===== src/rtl/fsdh_pkg.sv =====
package fsdh_pkg;

   typedef enum logic {
      FSD_FAULT = 1'b0,
      FSD_PGEN  = 1'b1
   } fsd_mode_e;

   function automatic int unsigned fsdh_len(input int unsigned base,
                                            input int unsigned shift,
                                            input int unsigned idx);
      return base << (shift * idx);
   endfunction

endpackage


===== src/rtl/fsdh_sync.sv =====
module fsdh_sync #(
   parameter int   STAGES  = 2,
   parameter logic RST_VAL = 1'b1
) (
   input  logic clk,
   input  logic rst_n,
   input  logic d,
   output logic q
);

   logic [STAGES-1:0] chain_q;

   generate
      for (genvar g = 0; g < STAGES; g++) begin : g_stage
         if (g == 0) begin : g_first
            always_ff @(posedge clk or negedge rst_n) begin
               if (!rst_n) chain_q[0] <= RST_VAL;
               else        chain_q[0] <= d;
            end
         end else begin : g_next
            always_ff @(posedge clk or negedge rst_n) begin
               if (!rst_n) chain_q[g] <= RST_VAL;
               else        chain_q[g] <= chain_q[g-1];
            end
         end
      end
   endgenerate

   assign q = chain_q[STAGES-1];

endmodule


===== src/rtl/fsdh_window.sv =====
module fsdh_window
   import fsdh_pkg::*;
#(
   parameter int SEL_W      = 2,
   parameter int BASE_CYC   = 25,
   parameter int STEP_SHIFT = 1,
   parameter int CNT_W      = 8
) (
   input  logic             clk,
   input  logic             rst_n,
   input  logic             pwr_good,
   input  logic [SEL_W-1:0] hold_sel,
   output logic             expired
);

   localparam int NSEL = 1 << SEL_W;

   logic [CNT_W-1:0] len_tab [NSEL];
   logic [CNT_W-1:0] lim_q;
   logic [CNT_W-1:0] cnt_q;
   logic             exp_q;

   generate
      for (genvar g = 0; g < NSEL; g++) begin : g_tab
         assign len_tab[g] = CNT_W'(fsdh_len(BASE_CYC, STEP_SHIFT, g));
      end
   endgenerate

   always_ff @(posedge clk or negedge rst_n) begin
      if (!rst_n) begin
         lim_q <= len_tab[NSEL-1];
         cnt_q <= '0;
         exp_q <= 1'b0;
      end else if (!pwr_good) begin
         lim_q <= len_tab[hold_sel];
         cnt_q <= '0;
         exp_q <= 1'b0;
      end else if (!exp_q) begin
         if (cnt_q == lim_q - CNT_W'(1)) exp_q <= 1'b1;
         else                            cnt_q <= cnt_q + CNT_W'(1);
      end
   end

   assign expired = exp_q;

endmodule


===== src/rtl/fsdh_decide.sv =====
module fsdh_decide
   import fsdh_pkg::*;
(
   input  logic      clk,
   input  logic      rst_n,
   input  logic      pwr_good,
   input  logic      pin_s,
   input  fsd_mode_e mode,
   input  logic      expired,
   output logic      fault_req,
   output logic      pg_gate
);

   logic fault_q, pg_q;
   logic fault_nxt, pg_nxt, enable_ok;

   always_comb begin
      fault_nxt = pwr_good & (fault_q | ((mode == FSD_FAULT) & expired & ~pin_s));
      enable_ok = (mode == FSD_PGEN) ? pin_s : 1'b1;
      pg_nxt    = pwr_good & ~fault_nxt & enable_ok;
   end

   always_ff @(posedge clk or negedge rst_n) begin
      if (!rst_n) begin
         fault_q <= 1'b0;
         pg_q    <= 1'b0;
      end else begin
         fault_q <= fault_nxt;
         pg_q    <= pg_nxt;
      end
   end

   assign fault_req = fault_q;
   assign pg_gate   = pg_q;

endmodule


===== src/rtl/fsd_holdoff_mon.sv =====
module fsd_holdoff_mon
   import fsdh_pkg::*;
#(
   parameter int SEL_W       = 2,
   parameter int BASE_CYC    = 25,
   parameter int STEP_SHIFT  = 1,
   parameter int SYNC_STAGES = 2
) (
   input  logic             clk,
   input  logic             rst_n,
   input  logic             shdn_n_pin,
   input  logic             pwr_good,
   input  logic             mode_sel,
   input  logic [SEL_W-1:0] hold_sel,
   output logic             fault_req,
   output logic             pg_gate
);

   localparam int NSEL    = 1 << SEL_W;
   localparam int MAX_LEN = BASE_CYC << (STEP_SHIFT * (NSEL - 1));
   localparam int CNT_W   = $clog2(MAX_LEN + 1);

   generate
      if (SYNC_STAGES < 2) begin : g_bad_sync
         $error("SYNC_STAGES must be at least 2");
      end
      if (BASE_CYC < 1) begin : g_bad_base
         $error("BASE_CYC must be at least 1");
      end
      if (SEL_W < 1 || SEL_W > 4) begin : g_bad_sel
         $error("SEL_W must lie in 1..4");
      end
      if (MAX_LEN > 1000000) begin : g_bad_len
         $error("longest holdoff exceeds counter budget");
      end
   endgenerate

   logic pin_s;
   logic expired;

   fsdh_sync #(.STAGES(SYNC_STAGES), .RST_VAL(1'b1)) u_sync (
      .clk   (clk),
      .rst_n (rst_n),
      .d     (shdn_n_pin),
      .q     (pin_s)
   );

   fsdh_window #(
      .SEL_W      (SEL_W),
      .BASE_CYC   (BASE_CYC),
      .STEP_SHIFT (STEP_SHIFT),
      .CNT_W      (CNT_W)
   ) u_window (
      .clk      (clk),
      .rst_n    (rst_n),
      .pwr_good (pwr_good),
      .hold_sel (hold_sel),
      .expired  (expired)
   );

   fsdh_decide u_decide (
      .clk       (clk),
      .rst_n     (rst_n),
      .pwr_good  (pwr_good),
      .pin_s     (pin_s),
      .mode      (fsd_mode_e'(mode_sel)),
      .expired   (expired),
      .fault_req (fault_req),
      .pg_gate   (pg_gate)
   );

endmodule


===== config.mk =====
export PLATFORM = sky130hd
export DESIGN_NAME = fsd_holdoff_mon
export DESIGN_NICKNAME = d
export VERILOG_FILES = /design/src/rtl/fsdh_pkg.sv /design/src/rtl/fsdh_sync.sv /design/src/rtl/fsdh_window.sv /design/src/rtl/fsdh_decide.sv /design/src/rtl/fsd_holdoff_mon.sv
export SDC_FILE = /design/constraint.sdc
export NUM_CORES = 1
export LEC_CHECK = 0
export BUFFER_PORTS_ARGS = -buffer_cell sky130_fd_sc_hd__buf_2
export CAP_MARGIN = 0
export CORE_MARGIN = 2
export CORE_UTILIZATION = 58
export CTS_CLUSTER_DIAMETER = 100
export DETAILED_ROUTE_END_ITERATION = 6
export MAX_ROUTING_LAYER = met4
export PLACE_DENSITY_LB_ADDON = 0.25
export SETUP_SLACK_MARGIN = 0.2
export SKIP_CTS_REPAIR_TIMING = 1
export SYNTH_ARGS = -nofsm -noshare
export SYNTH_HDL_FRONTEND = slang
export SYNTH_SLANG_ARGS = --single-unit
export TNS_END_PERCENT = 1

===== constraint.sdc =====
create_clock -name clk -period 6.7 [get_ports clk]
set_input_delay 0 -clock clk [delete_from_list [all_inputs] [get_ports clk]]
set_output_delay 0 -clock clk [all_outputs]
set_load 0.005 [all_outputs]

# Word-level counts from Yosys, hierarchy flattened
# Index checks and enable logic that the tools add are counted.
[op_classes] add_sub_neg=2 multipliers=0 n_div=0 order_cmp=1 eq_ne=3 n_shift=0 mux=10 bitwise=10 reduce_logical=1
[ops] op="8-bit two-way mux" n=5
[ops] op="8-bit binary-select mux with 2-bit select" n=1
[ops] op="8-bit by 1-bit adder with 8-bit output (second input constant)" n=1
[ops] op="8-bit == test" n=1
[ops] op="8-bit by 1-bit subtractor with 8-bit output (second input constant)" n=1
[ops] op="1-bit AND" n=5
[ops] op="1-bit two-way mux" n=4
[ops] op="2-bit != test (second input constant)" n=2
[ops] op="3-bit greater-or-equal comparator (second input constant)" n=1
[ops] op="1-bit NOT" n=3
[ops] op="2-bit NOT with 3-bit output" n=1
[ops] op="2-bit AND reduction" n=1
[ops] op="1-bit OR" n=1
[word_totals] register_bits=21 latchBits=0 ramBits=0 rom_bits=0 inputBits=7 output_inout_bits=2 word_cells=34 n_memories=0

# Logic depth before layout (Yosys ltp)
# Gate-level depths: netlist (run 1).
[logic_depth] word_depth=8 mapped_depth=9 ltp_nobuf=8

# Hierarchy
# A second synthesis (run 1) with hierarchy kept.
[unflattened] cells_unflattened=130 area_unflattened_um2=1355.0
[by_module_without_submodules] module="fsdh_window" n_inst=1 cells_each=122 area_per_inst_um2=1216.2 seq_area_each_um2=429.2
[by_module_without_submodules] module="fsdh_decide" n_inst=1 cells_each=6 area_per_inst_um2=86.3 seq_area_each_um2=50.0
[by_module_without_submodules] module="fsdh_sync" n_inst=1 cells_each=2 area_per_inst_um2=52.6 seq_area_each_um2=52.6

# Worst setup path before layout (run 1)
# Ideal clock, no wire load.
[synth_timing] path_kind="register -> register" from="reg u_window.lim_q[0]" to="reg u_window.cnt_q[0]" setup_ps=119 arrival_ps=2137 required_time_ps=6581 path_slack_ps=4444 stages_incl_launch_ff=8 n_path_buf=1 period_less_slack_ps=2256 path_cell_list="dfrtp_1 or3_4 or4_1 a2111oi_2 a41o_2 buf_6 xnor2_1 and2_1"
[synth_via] elab_chain_len=4
[synth_rtl] item="start: declaration" line_no="fsdh_window.sv:19" rtl="logic [CNT_W-1:0] lim_q;"
[synth_rtl] item="start signal: assignment" line_no="fsdh_window.sv:31" rtl="lim_q <= len_tab[NSEL-1];"
[synth_rtl] item="start signal: assignment" line_no="fsdh_window.sv:35" rtl="lim_q <= len_tab[hold_sel];"
[synth_rtl] item="8-bit by 1-bit subtractor with 8-bit output" line_no="fsdh_window.sv:39" rtl="if (cnt_q == lim_q - CNT_W'(1)) exp_q <= 1'b1;"
[synth_rtl] item="8-bit == test" line_no="fsdh_window.sv:39"
[synth_rtl] item="2-bit != test (no source line)"
[synth_rtl] item="2-bit AND reduction (no source line)"
[synth_rtl] item="end signal: assignment" line_no="fsdh_window.sv:40" rtl="else cnt_q <= cnt_q + CNT_W'(1);"
[synth_rtl] item="end: declaration" line_no="fsdh_window.sv:20" rtl="logic [CNT_W-1:0] cnt_q;"
# Every way passes these cells.
# A chain may end at the register's enable or synchronous reset.

# Worst setup path in the final report (run 1)
[layout_timing] from="reg u_window.lim_q[0]" to="reg u_window.cnt_q[6]"
# Same word-level chain as after synthesis.

==> results of run 1 <==
-- layer usage --
| layer | wire [µm] | up-vias |
|---|---|---|
| li1 | - | 404 |
| met5 | 0 | - |
| met2 | 1015 | 8 |
| met4 | 31 | 0 |
| met3 | 34 | 4 |
| met1 | 878 | 399 |
-- worst paths after layout --
check | end | cells past startpoint | slack (ns) | startpoint
min reg2reg | u_sync.q$_DFF_PN1_ | 0 | 0.37 | u_sync.chain_q[0]$_DFF_PN1_
min in group asynchronous | u_window.cnt_q[1]$_DFFE_PN0P_ | 2 | 0.18 | rst_n
max reg2reg | u_window.cnt_q[6]$_DFFE_PN0P_ | 6 | 4.33 | u_window.lim_q[0]$_DFFE_PN0N_
max in group asynchronous | u_sync.chain_q[0]$_DFF_PN1_ | 2 | 6.18 | rst_n
max | u_window.cnt_q[6]$_DFFE_PN0P_ | 6 | 4.33 | u_window.lim_q[0]$_DFFE_PN0N_
min | u_decide.pg_gate$_DFF_PN0_ | 4 | -0.02 | mode_sel
-- worst min-delay path, stage by stage --
cell and delay (ns):
buf_2 0.09, nor2_1 0.04, nor2_1 0.07, nor3b_1 0.05
-- power by group through the flow --
stage               Clock, µW  Sequential [µW]  Combinational, µW
CTS                      62.4              147               44.6
global route             67.1              149               51.2
global placement            0              149               42.6
finish                   60.9              147               45.2
detailed placement          0              150               44.6
floorplan                   0              147               34.9
-- cells in the final DEF (no fill, tap or decap), drive strengths merged --
cell type     n
dfrtp        16
nand2        11
xnor2         9
buf           8
inv           7
o21ai         7
ha            6
mux2          5
dfstp         5
nand3         4
or3           4
nor2          3
nor2b         3
a21boi        3
clkbuf        3
dlygate4sd3   3
nor3b         2
a31oi         2
o31ai         2
or4           2
xor2          2
nor3          2
mux2i         2
and2          2
a21oi         1
and3b         1
a2111oi       1
a41o          1
o211ai        1
or4b          1
nand2b        1
nor4          1
clkinv        1
-- cell type report --
| class | count | area, µm² | share of cell area [%] |
|---|---|---|---|
| clock buffers | 3 | 22.52 | 1.773 |
| clock inverters | 1 | 5.005 | 0.3941 |
| inverters | 7 | 26.28 | 2.069 |
| multi-input cells | 79 | 580.6 | 45.71 |
| flip-flops and latches | 21 | 531.8 | 41.87 |
| well taps | 27 | 33.78 | 2.660 |
| repair buffers | 11 | 70.07 | 5.517 |
-- registers in the layout (all words and copies together), names as in the netlist --
signal / flops
u_window.cnt_q: 8
u_window.lim_q: 8
u_decide.fault_req: 1
u_decide.pg_gate: 1
u_sync.chain_q: 1
u_sync.q: 1
u_window.expired: 1
-- cells by family after synthesis --
family                   count (synthesis)  share of synthesized area, %
AO/OA/AOI/OAI                           18                         10.67
XOR/XNOR                                11                         8.298
adder cells (fa/ha/maj)                  6                         6.465
buffers and inverters                   11                         4.203
flip-flops                              21                         45.80
multiplexers                             7                         6.573
AND/OR/NAND/NOR                         37                         18.00
-- through the flow --
| stage | total power (µW) | hold slack (ns) | std cells | utilization (%) | setup WS (ns) |
|---|---|---|---|---|---|
| after floorplan | 181.5 | -0.2956 | 111 | - | 4.444 |
| after global placement | 191.6 | -0.02599 | 142 | 63.09 | 4.406 |
| after detailed placement | 194.2 | -0.02855 | 142 | 63.09 | 4.338 |
| after CTS | 254.2 | -0.3710 | 146 | 64.52 | 4.317 |
| after global routing | 267.3 | 0.007670 | 149 | 66.08 | 4.192 |
| final | 253.3 | -0.02251 | 149 | 66.08 | 4.333 |
==> flow_summary_export.csv, run 1 <==
group,metric,value,unit
synthesis,seq_area_frac_synth,45.80,%
synthesis,synth_area_leaders,"dfrtp_1 (34%), dfstp_2 (11%), xnor2_1 (6.8%)",
synthesis,yosys.cell_types.count,34,
final_layout,layout.nets,136,
sta,finalSetupViolCount,0,
global_routing,grt_overflow,0,
clock_network,clock_sinks,21,
sta,finalMaxSlewViolations,0,
sta,rsz0062_at_grt,"no",
global_routing,grt_use_met1,22.36,%
clock_network,worstSkewPairLatency,0.30,ns
sta,tightest_slew,0.4548,ns
synthesis,ys_seq_elements,21,
synthesis,synth_commonest_cells,"dfrtp_1 (16), nand2_1 (11), xnor2_1 (9), inv_1 (7), o21ai_0 (7)",
floorplanning,initial_core_util,60.42,%
detailed_routing,wl,1960,µm
detailed_routing,ant_nets,0,
synthesis,synth_edf_count,0,
detailed_routing,drt_iter0_drc,11,
clock_network,tritoncts,"built",
synthesis,yosysWarnings,0,
status,status,"finished with violations",
run,cap_violations,0,
power_and_ir_drop,combPwrFrac,17.9,%
floorplanning,die_h,48.74,µm
sta,relSlewSlack,69.68,%
final_layout,fillers,176,
synthesis,synth_cells,111,
floorplanning,io_pins,9,
place,gp_congestion,0.8074,
status,violations,"negative hold slack",
sta,finClkSkew,0.004144,ns
power_and_ir_drop,p_int,182.4,µW
power_and_ir_drop,clkPwrFrac,24.0,%
power_and_ir_drop,p_sw,70.94,µW
final_layout,antenna-diode-count,0,
place,portBuffers,8,
synthesis,ys_dominant_reg_cell,"dfrtp_1",
global_routing,grt_pass1_vias,776,
worst_setup_path,critical_path_class,"flop to flop",
global_routing,grt_pass1_wl,3367,µm
power_and_ir_drop,powerDensity,199.5,nW/µm²
clock_network,cts_made_buffers,3,
worst_setup_path,crit_buf_inv,0,
sta,fmax,422.5,MHz
floorplanning,dieArea,2376,µm²
sta,finalHoldViolations,1,
final_layout,drive_gt1_share,23.77,%
global_routing,grt_max_degree,27,
power_and_ir_drop,p_leak,0.0005512,µW
worst_setup_path,critPathTopFamily,"simple AND/OR/NAND/NOR gates",
sta,min_period,2.367,ns
detailed_routing,avgRoutedWirePerCell,13.15,µm
worst_setup_path,crit_chain,"or3_4 -> or4_1 -> a2111oi_2 -> a41o_2 -> nor3_1 -> mux2i_1",
final_layout,fin_area,1270,µm²
detailed_routing,vias,815,
global_routing,grtUsageMet2,32.88,%
sta,finalCritPeriodShare,35.33,%
detailed_routing,dr.pass1.iters,4,
worst_setup_path,critPathMaxFanout,14,
detailed_routing,drcViolationCount,0,
worst_setup_path,cp.required,6.89,ns
final_layout,layout-area-overhead-vs-synth,9.375,%
hold_path,hp-class,"input pin to flop",
power_and_ir_drop,switching_share,28.00,%
power_and_ir_drop,sequentialPowerShare,58.1,%
place,dp_hpwl,1459,µm
global_routing,gr-usage-all-layers,18.99,%
global_routing,met3_usage,2.778,%
sta,hold_slack,-0.02251,ns
clock_network,clock_path_buffers,2,
global_routing,top_usage_layer,"met2",
worst_setup_path,critPathMaxStageDelay,0.44,ns
floorplanning,die_x,48.74,µm
floorplanning,core-area,1922,µm²
synthesis,async_flop_share,100.0,%
sta,setup-tns-final,0,ns
clock_network,htreeDepth,1,
worst_setup_path,worstSetupEndpointType,"flop",
synthesis,syn_nets,124,
synthesis,avgSynthCellArea,10.46,µm²
synthesis,synth_most_common_cell,"dfrtp_1",
synthesis,yosys.area.top_type,"dfrtp_1",
clock_network,cts_root_buffer,"clkbuf_4",
floorplanning,std_cell_rows,16,
worst_setup_path,cp-start-kind,"flop",
worst_setup_path,cp.arrival,2.56,ns
place,place_area,1212,µm²
power_and_ir_drop,peakVddDrop,0.1671,mV
detailed_routing,viasPerCell,5.470,
clock_network,clkTransAtPathRegs,0.12,ns
synthesis,syn-cell-area,1161,µm²
global_routing,antenna_found_initial,0,
synthesis,synth_top_area_share,34.48,%
worst_setup_path,crit_path_top_delay_cell,"dfrtp_1",
Note: power is estimated with default switching activity, not from simulation.
==> run 2, diff against run 1 <==
- clock period: 6.7 -> 2.4 ns (I/O delays scaled with it)
==> flow_summary_export.csv, run 2 (synthesis results as in run 1) <==
group,metric,value,unit
floorplanning,core-area,1922,µm²
clock_network,tritoncts,"built",
clock_network,cts_made_buffers,3,
worst_setup_path,cp.arrival,2.59,ns
final_layout,layout.nets,138,
sta,finalCritPeriodShare,98.56,%
floorplanning,dieArea,2376,µm²
final_layout,fillers,163,
worst_setup_path,crit_buf_inv,0,
place,portBuffers,8,
final_layout,drive_gt1_share,29.03,%
power_and_ir_drop,peakVddDrop,0.4485,mV
detailed_routing,viasPerCell,5.768,
final_layout,final_common_cell,"dfrtp_1",
power_and_ir_drop,total_power,745.4,µW
global_routing,grt_pass1_wl,3470,µm
floorplanning,die_x,48.74,µm
detailed_routing,dr.pass1.iters,4,
final_layout,final_cell_mix,"dfrtp_1 (16), nand2_1 (11), xnor2_1 (9), buf_2 (8), inv_1 (7)",
worst_setup_path,worstSetupEndpointType,"flop",
power_and_ir_drop,p_leak,0.0005713,µW
floorplanning,die_h,48.74,µm
floorplanning,initial_core_util,60.42,%
status,status,"finished with violations",
run,cap_violations,0,
detailed_routing,vias,871,
clock_network,htreeDepth,1,
sta,relSlewSlack,69.34,%
sta,rsz0062_at_grt,"yes",
clock_network,cts_root_buffer,"clkbuf_4",
detailed_routing,drt_iter0_drc,16,
global_routing,grt_pass1_vias,807,
detailed_routing,avgRoutedWirePerCell,14.90,µm
worst_setup_path,critPathMaxFanout,7,
place,dp_cells,142,
sta,hold_slack,-0.01901,ns
worst_setup_path,critPathMaxStageDelay,0.45,ns
worst_setup_path,critical_path_class,"flop to flop",
worst_setup_path,crit_chain,"or3_4 -> or4_4 -> a2111oi_4 -> a41o_2 -> xnor2_1 -> and2_1",
detailed_routing,drcViolationCount,0,
worst_setup_path,cp-start-kind,"flop",
clock_network,clock_path_buffers,2,
floorplanning,io_pins,9,
clock_network,clock_sinks,21,
detailed_routing,wl,2250,µm
final_layout,reg.largest.list,"u_window.cnt_q (8), u_window.lim_q (8)",
clock_network,clkTransAtPathRegs,0.12,ns
sta,finClkSkew,0.006860,ns
power_and_ir_drop,powerDensity,559.4,nW/µm²
global_routing,antenna_found_initial,0,
final_layout,final_cells,151,
sta,tightest_slew,0.4599,ns
detailed_routing,ant_nets,0,
global_routing,grt_overflow,0,
hold_path,hp-class,"input pin to flop",
clock_network,worstSkewPairLatency,0.32,ns
final_layout,antenna-diode-count,0,
global_routing,gr-usage-all-layers,19.79,%
worst_setup_path,critPathTopFamily,"simple AND/OR/NAND/NOR gates",
sta,finalMaxSlewViolations,0,
status,violations,"negative hold slack",
sta,fmax,422.7,MHz
final_layout,layout-area-overhead-vs-synth,14.76,%
worst_setup_path,crit_path_top_delay_cell,"or4_4",
worst_setup_path,cp.required,2.62,ns
sta,min_period,2.365,ns
place,dp_hpwl,1436,µm
sta,finalHoldViolations,1,
floorplanning,std_cell_rows,16,
global_routing,grt_max_degree,27,
place,gp_congestion,0.7973,
sta,finalSetupViolCount,0,
## run 2: metal layers
metal | track usage [%] | vias up | routed length [µm]
met3 | 1.852 | 7 | 58
met2 | 33.11 | 22 | 1155
met5 | - | - | 0
met1 | 24.59 | 428 | 989
li1 | - | 414 | -
met4 | 8.571 | 0 | 47
## run 2: where the power goes
group          leakage, µW  internal (µW)  switching [µW]
registers         0.000264            383            31.1
logic             0.000289           75.0            80.7
clock network    0.0000177           62.4             114
total             0.000571            520             225
## run 2: tightest hold or removal path, stage by stage
cell     delay [ns]
buf_2          0.09
nor2_1         0.04
nor2_1         0.09
nor3b_1        0.06
## run 2: final cells by class
| cell class | instances | area [µm²] | share of cell area [%] |
|---|---|---|---|
| sequential | 21 | 531.8 | 39.91 |
| multi-input combinational | 80 | 635.6 | 47.70 |
| clock inverter | 1 | 5.005 | 0.3756 |
| inverter | 7 | 26.28 | 1.972 |
| timing repair buffer | 12 | 77.57 | 5.822 |
| tap | 27 | 33.78 | 2.535 |
| clock buffer | 3 | 22.52 | 1.690 |
## run 2: worst paths after layout
check	from	end	slack [ns]	depth (start not counted)
worst min register to register	u_sync.chain_q[0]$_DFF_PN1_	u_sync.q$_DFF_PN1_	0.37	0
worst min-delay path	mode_sel	u_decide.pg_gate$_DFF_PN0_	-0.02	4
max in group asynchronous	rst_n	u_window.lim_q[7]$_DFFE_PN1N_	1.89	2
worst max-delay path	u_window.lim_q[1]$_DFFE_PN0N_	u_window.cnt_q[0]$_DFFE_PN0P_	0.03	6
min in group asynchronous	rst_n	u_window.lim_q[4]$_DFFE_PN0N_	0.17	2
worst max register to register	u_window.lim_q[1]$_DFFE_PN0N_	u_window.cnt_q[0]$_DFFE_PN0P_	0.03	6
## run 2: metrics by stage
| step | TNS, ns | instance area (µm²) | hold slack, ns | setup WS (ns) | util (%) |
|---|---|---|---|---|---|
| 3_3_place_gp | 0 | 1212 | -0.02514 | 0.1331 | 63.09 |
| 6_report | 0 | 1333 | -0.01901 | 0.03453 | 69.34 |
| 2_1_floorplan | 0 | 1161 | -0.2956 | 0.2043 | - |
| 4_1_cts | 0 | 1240 | -0.3757 | 0.04386 | 64.52 |
| 5_1_grt | -0.1349 | 1333 | 0.0003912 | -0.04571 | 69.34 |
| 3_5_place_dp | 0 | 1212 | -0.02221 | 0.07229 | 63.09 |
==> run 3, diff against run 2 <==
- BUFFER_PORTS_ARGS: -buffer_cell sky130_fd_sc_hd__buf_2 -> -buffer_cell sky130_fd_sc_hd__buf_4
==> flow_summary_export.csv, run 3 (synthesis results as in run 1) <==
group,metric,value,unit
status,status,"complete, no violations",
global_routing,grt_pass1_vias,786,
sta,relSlewSlack,76.35,%
worst_setup_path,regToRegSetupSlack,0.02,ns
global_routing,grt_overflow,0,
hold_path,hold_start,"pwr_good",
global_routing,antenna_found_initial,0,
worst_setup_path,cp.required,2.60,ns
worst_setup_path,cp-start-kind,"flop",
detailed_routing,top_layer,"met4",
detailed_routing,drt_iter0_drc,17,
worst_setup_path,critPathMaxFanout,7,
worst_setup_path,reg2reg_to,"u_window.cnt_q[0]$_DFFE_PN0P_",
sta,finClkSkew,0.002611,ns
power_and_ir_drop,peakVddDrop,0.4237,mV
detailed_routing,vias,848,
worst_setup_path,critPathMaxStageDelay,0.44,ns
final_layout,final_cell_mix,"dfrtp_1 (16), nand2_1 (11), xnor2_1 (9), buf_4 (9), inv_1 (7)",
worst_setup_path,worstSetupEndpointType,"flop",
power_and_ir_drop,p_leak,0.0005776,µW
worst_setup_path,critical_path_class,"flop to flop",
final_layout,fin_area,1340,µm²
detailed_routing,wl_met2,993,µm
final_layout,final_cells,152,
final_layout,final_core_util,69.73,%
final_layout,reg.largest.list,"u_window.cnt_q (8), u_window.lim_q (8)",
detailed_routing,ant_nets,0,
clock_network,htreeDepth,1,
sta,finalCritPeriodShare,99.28,%
floorplanning,die_h,48.74,µm
clock_network,clock_sinks,21,
sta,fmax,419.7,MHz
worst_setup_path,cp.arrival,2.59,ns
power_and_ir_drop,powerDensity,544.9,nW/µm²
final_layout,fillers,160,
clock_network,worstSkewPairLatency,0.30,ns
clock_network,clkTransAtPathRegs,0.11,ns
detailed_routing,avgRoutedWirePerCell,13.78,µm
floorplanning,die_x,48.74,µm
place,dp_cells,142,
place,dp_hpwl,1387,µm
sta,finalHoldViolations,0,
detailed_routing,drcViolationCount,0,
detailed_routing,viasPerCell,5.579,
place,portBuffers,8,
worst_setup_path,crit_chain,"or3_4 -> or4_4 -> a2111oi_4 -> a41o_2 -> xnor2_1 -> and2_1",
global_routing,grt_max_degree,27,
place,place_area,1232,µm²
final_layout,multiInputGateArea,613.1,µm²
floorplanning,io_pins,9,
final_layout,antenna-diode-count,0,
floorplanning,dieArea,2376,µm²
hold_path,hold_end,"u_window.lim_q[6]$_DFFE_PN1N_",
worst_setup_path,r2r.worst_path.cells,6,
floorplanning,core-area,1922,µm²
global_routing,grt_pass1_wl,3408,µm
detailed_routing,wl,2095,µm
hold_path,hold_depth,3,
sta,hold_slack,0.03912,ns
worst_setup_path,crit_path_top_delay_cell,"or4_4",
sta,min_period,2.383,ns
clock_network,tritoncts,"built",
final_layout,final_common_cell,"dfrtp_1",
clock_network,cts_made_buffers,3,
detailed_routing,dr.pass1.iters,4,
detailed_routing,met1_length,963,µm
floorplanning,initial_core_util,60.42,%
sta,finalMaxSlewViolations,0,
final_layout,drive_gt1_share,26.40,%
floorplanning,std_cell_rows,16,
final_layout,layout-area-overhead-vs-synth,15.41,%
global_routing,gr-usage-all-layers,19.23,%
sta,finalSetupViolCount,0,
sta,tightest_slew,0.3531,ns
final_layout,ff_latch_area,531.8,µm²
detailed_routing,wl_met3,61,µm
clock_network,clock_path_buffers,2,
clock_network,cts_root_buffer,"clkbuf_4",
sta,rsz0062_at_grt,"yes",
worst_setup_path,crit_buf_inv,0,
run,cap_violations,0,
worst_setup_path,critPathTopFamily,"simple AND/OR/NAND/NOR gates",
final_layout,layout.nets,139,
hold_path,hp-class,"input pin to flop",
place,gp_congestion,0.8171,
worst_setup_path,r2r-start,"u_window.lim_q[1]$_DFFE_PN0N_",
[run 3: per-layer routing]
metal | GRT usage (%) | up-vias
li1 | - | 418
met5 | - | -
met1 | 25.15 | 403
met4 | 7.143 | 0
met2 | 30.37 | 17
met3 | 3.086 | 10
[run 3: worst max-delay path by stage]
| stage | startpoint | end | slack (ns) | cells after the start |
|---|---|---|---|---|
| 5_1_grt | u_window.lim_q[0]$_DFFE_PN0N_ | u_window.cnt_q[4]$_DFFE_PN0P_ | -0.03 | 6 |
| 2_1_floorplan | u_window.lim_q[0]$_DFFE_PN0N_ | u_window.cnt_q[0]$_DFFE_PN0P_ | 0.20 | 7 |
| 3_5_place_dp | u_window.lim_q[0]$_DFFE_PN0N_ | u_window.cnt_q[2]$_DFFE_PN0P_ | 0.11 | 6 |
| 4_1_cts | u_window.lim_q[0]$_DFFE_PN0N_ | u_window.cnt_q[2]$_DFFE_PN0P_ | 0.08 | 6 |
| 6_report | u_window.lim_q[1]$_DFFE_PN0N_ | u_window.cnt_q[0]$_DFFE_PN0P_ | 0.02 | 6 |
| 3_3_place_gp | u_window.lim_q[0]$_DFFE_PN0N_ | u_window.cnt_q[2]$_DFFE_PN0P_ | 0.13 | 6 |
[run 3: power breakdown]
group / internal, µW / switching, µW
clock network: 62.1 / 104
logic: 75.6 / 76.0
registers: 383 / 29.7
[run 3: area by class of cell]
| type | count | area share [%] |
|---|---|---|
| clock inverter | 1 | 0.3735 |
| sequential | 21 | 39.68 |
| inverter | 7 | 1.961 |
| clock buffer | 3 | 1.681 |
| tap | 27 | 2.521 |
| multi-input combinational | 80 | 45.75 |
| timing repair buffer | 13 | 8.030 |
[run 3: worst register-to-register path: stages, from the launching register on]
cell       delay, ns
dfrtp_1         0.41
or3_4           0.42
or4_4           0.44
a2111oi_4       0.44
a41o_2          0.33
xnor2_1         0.08
and2_1          0.16
[run 3: metrics by stage]
stage               setup TNS [ns]  setup slack [ns]  power [µW]
floorplan                        0            0.2043       506.7
global placement                 0            0.1312       538.4
detailed placement               0            0.1078       544.4
CTS                              0           0.08336       709.4
global route              -0.04236          -0.02856       780.3
finish                           0           0.01728       730.2
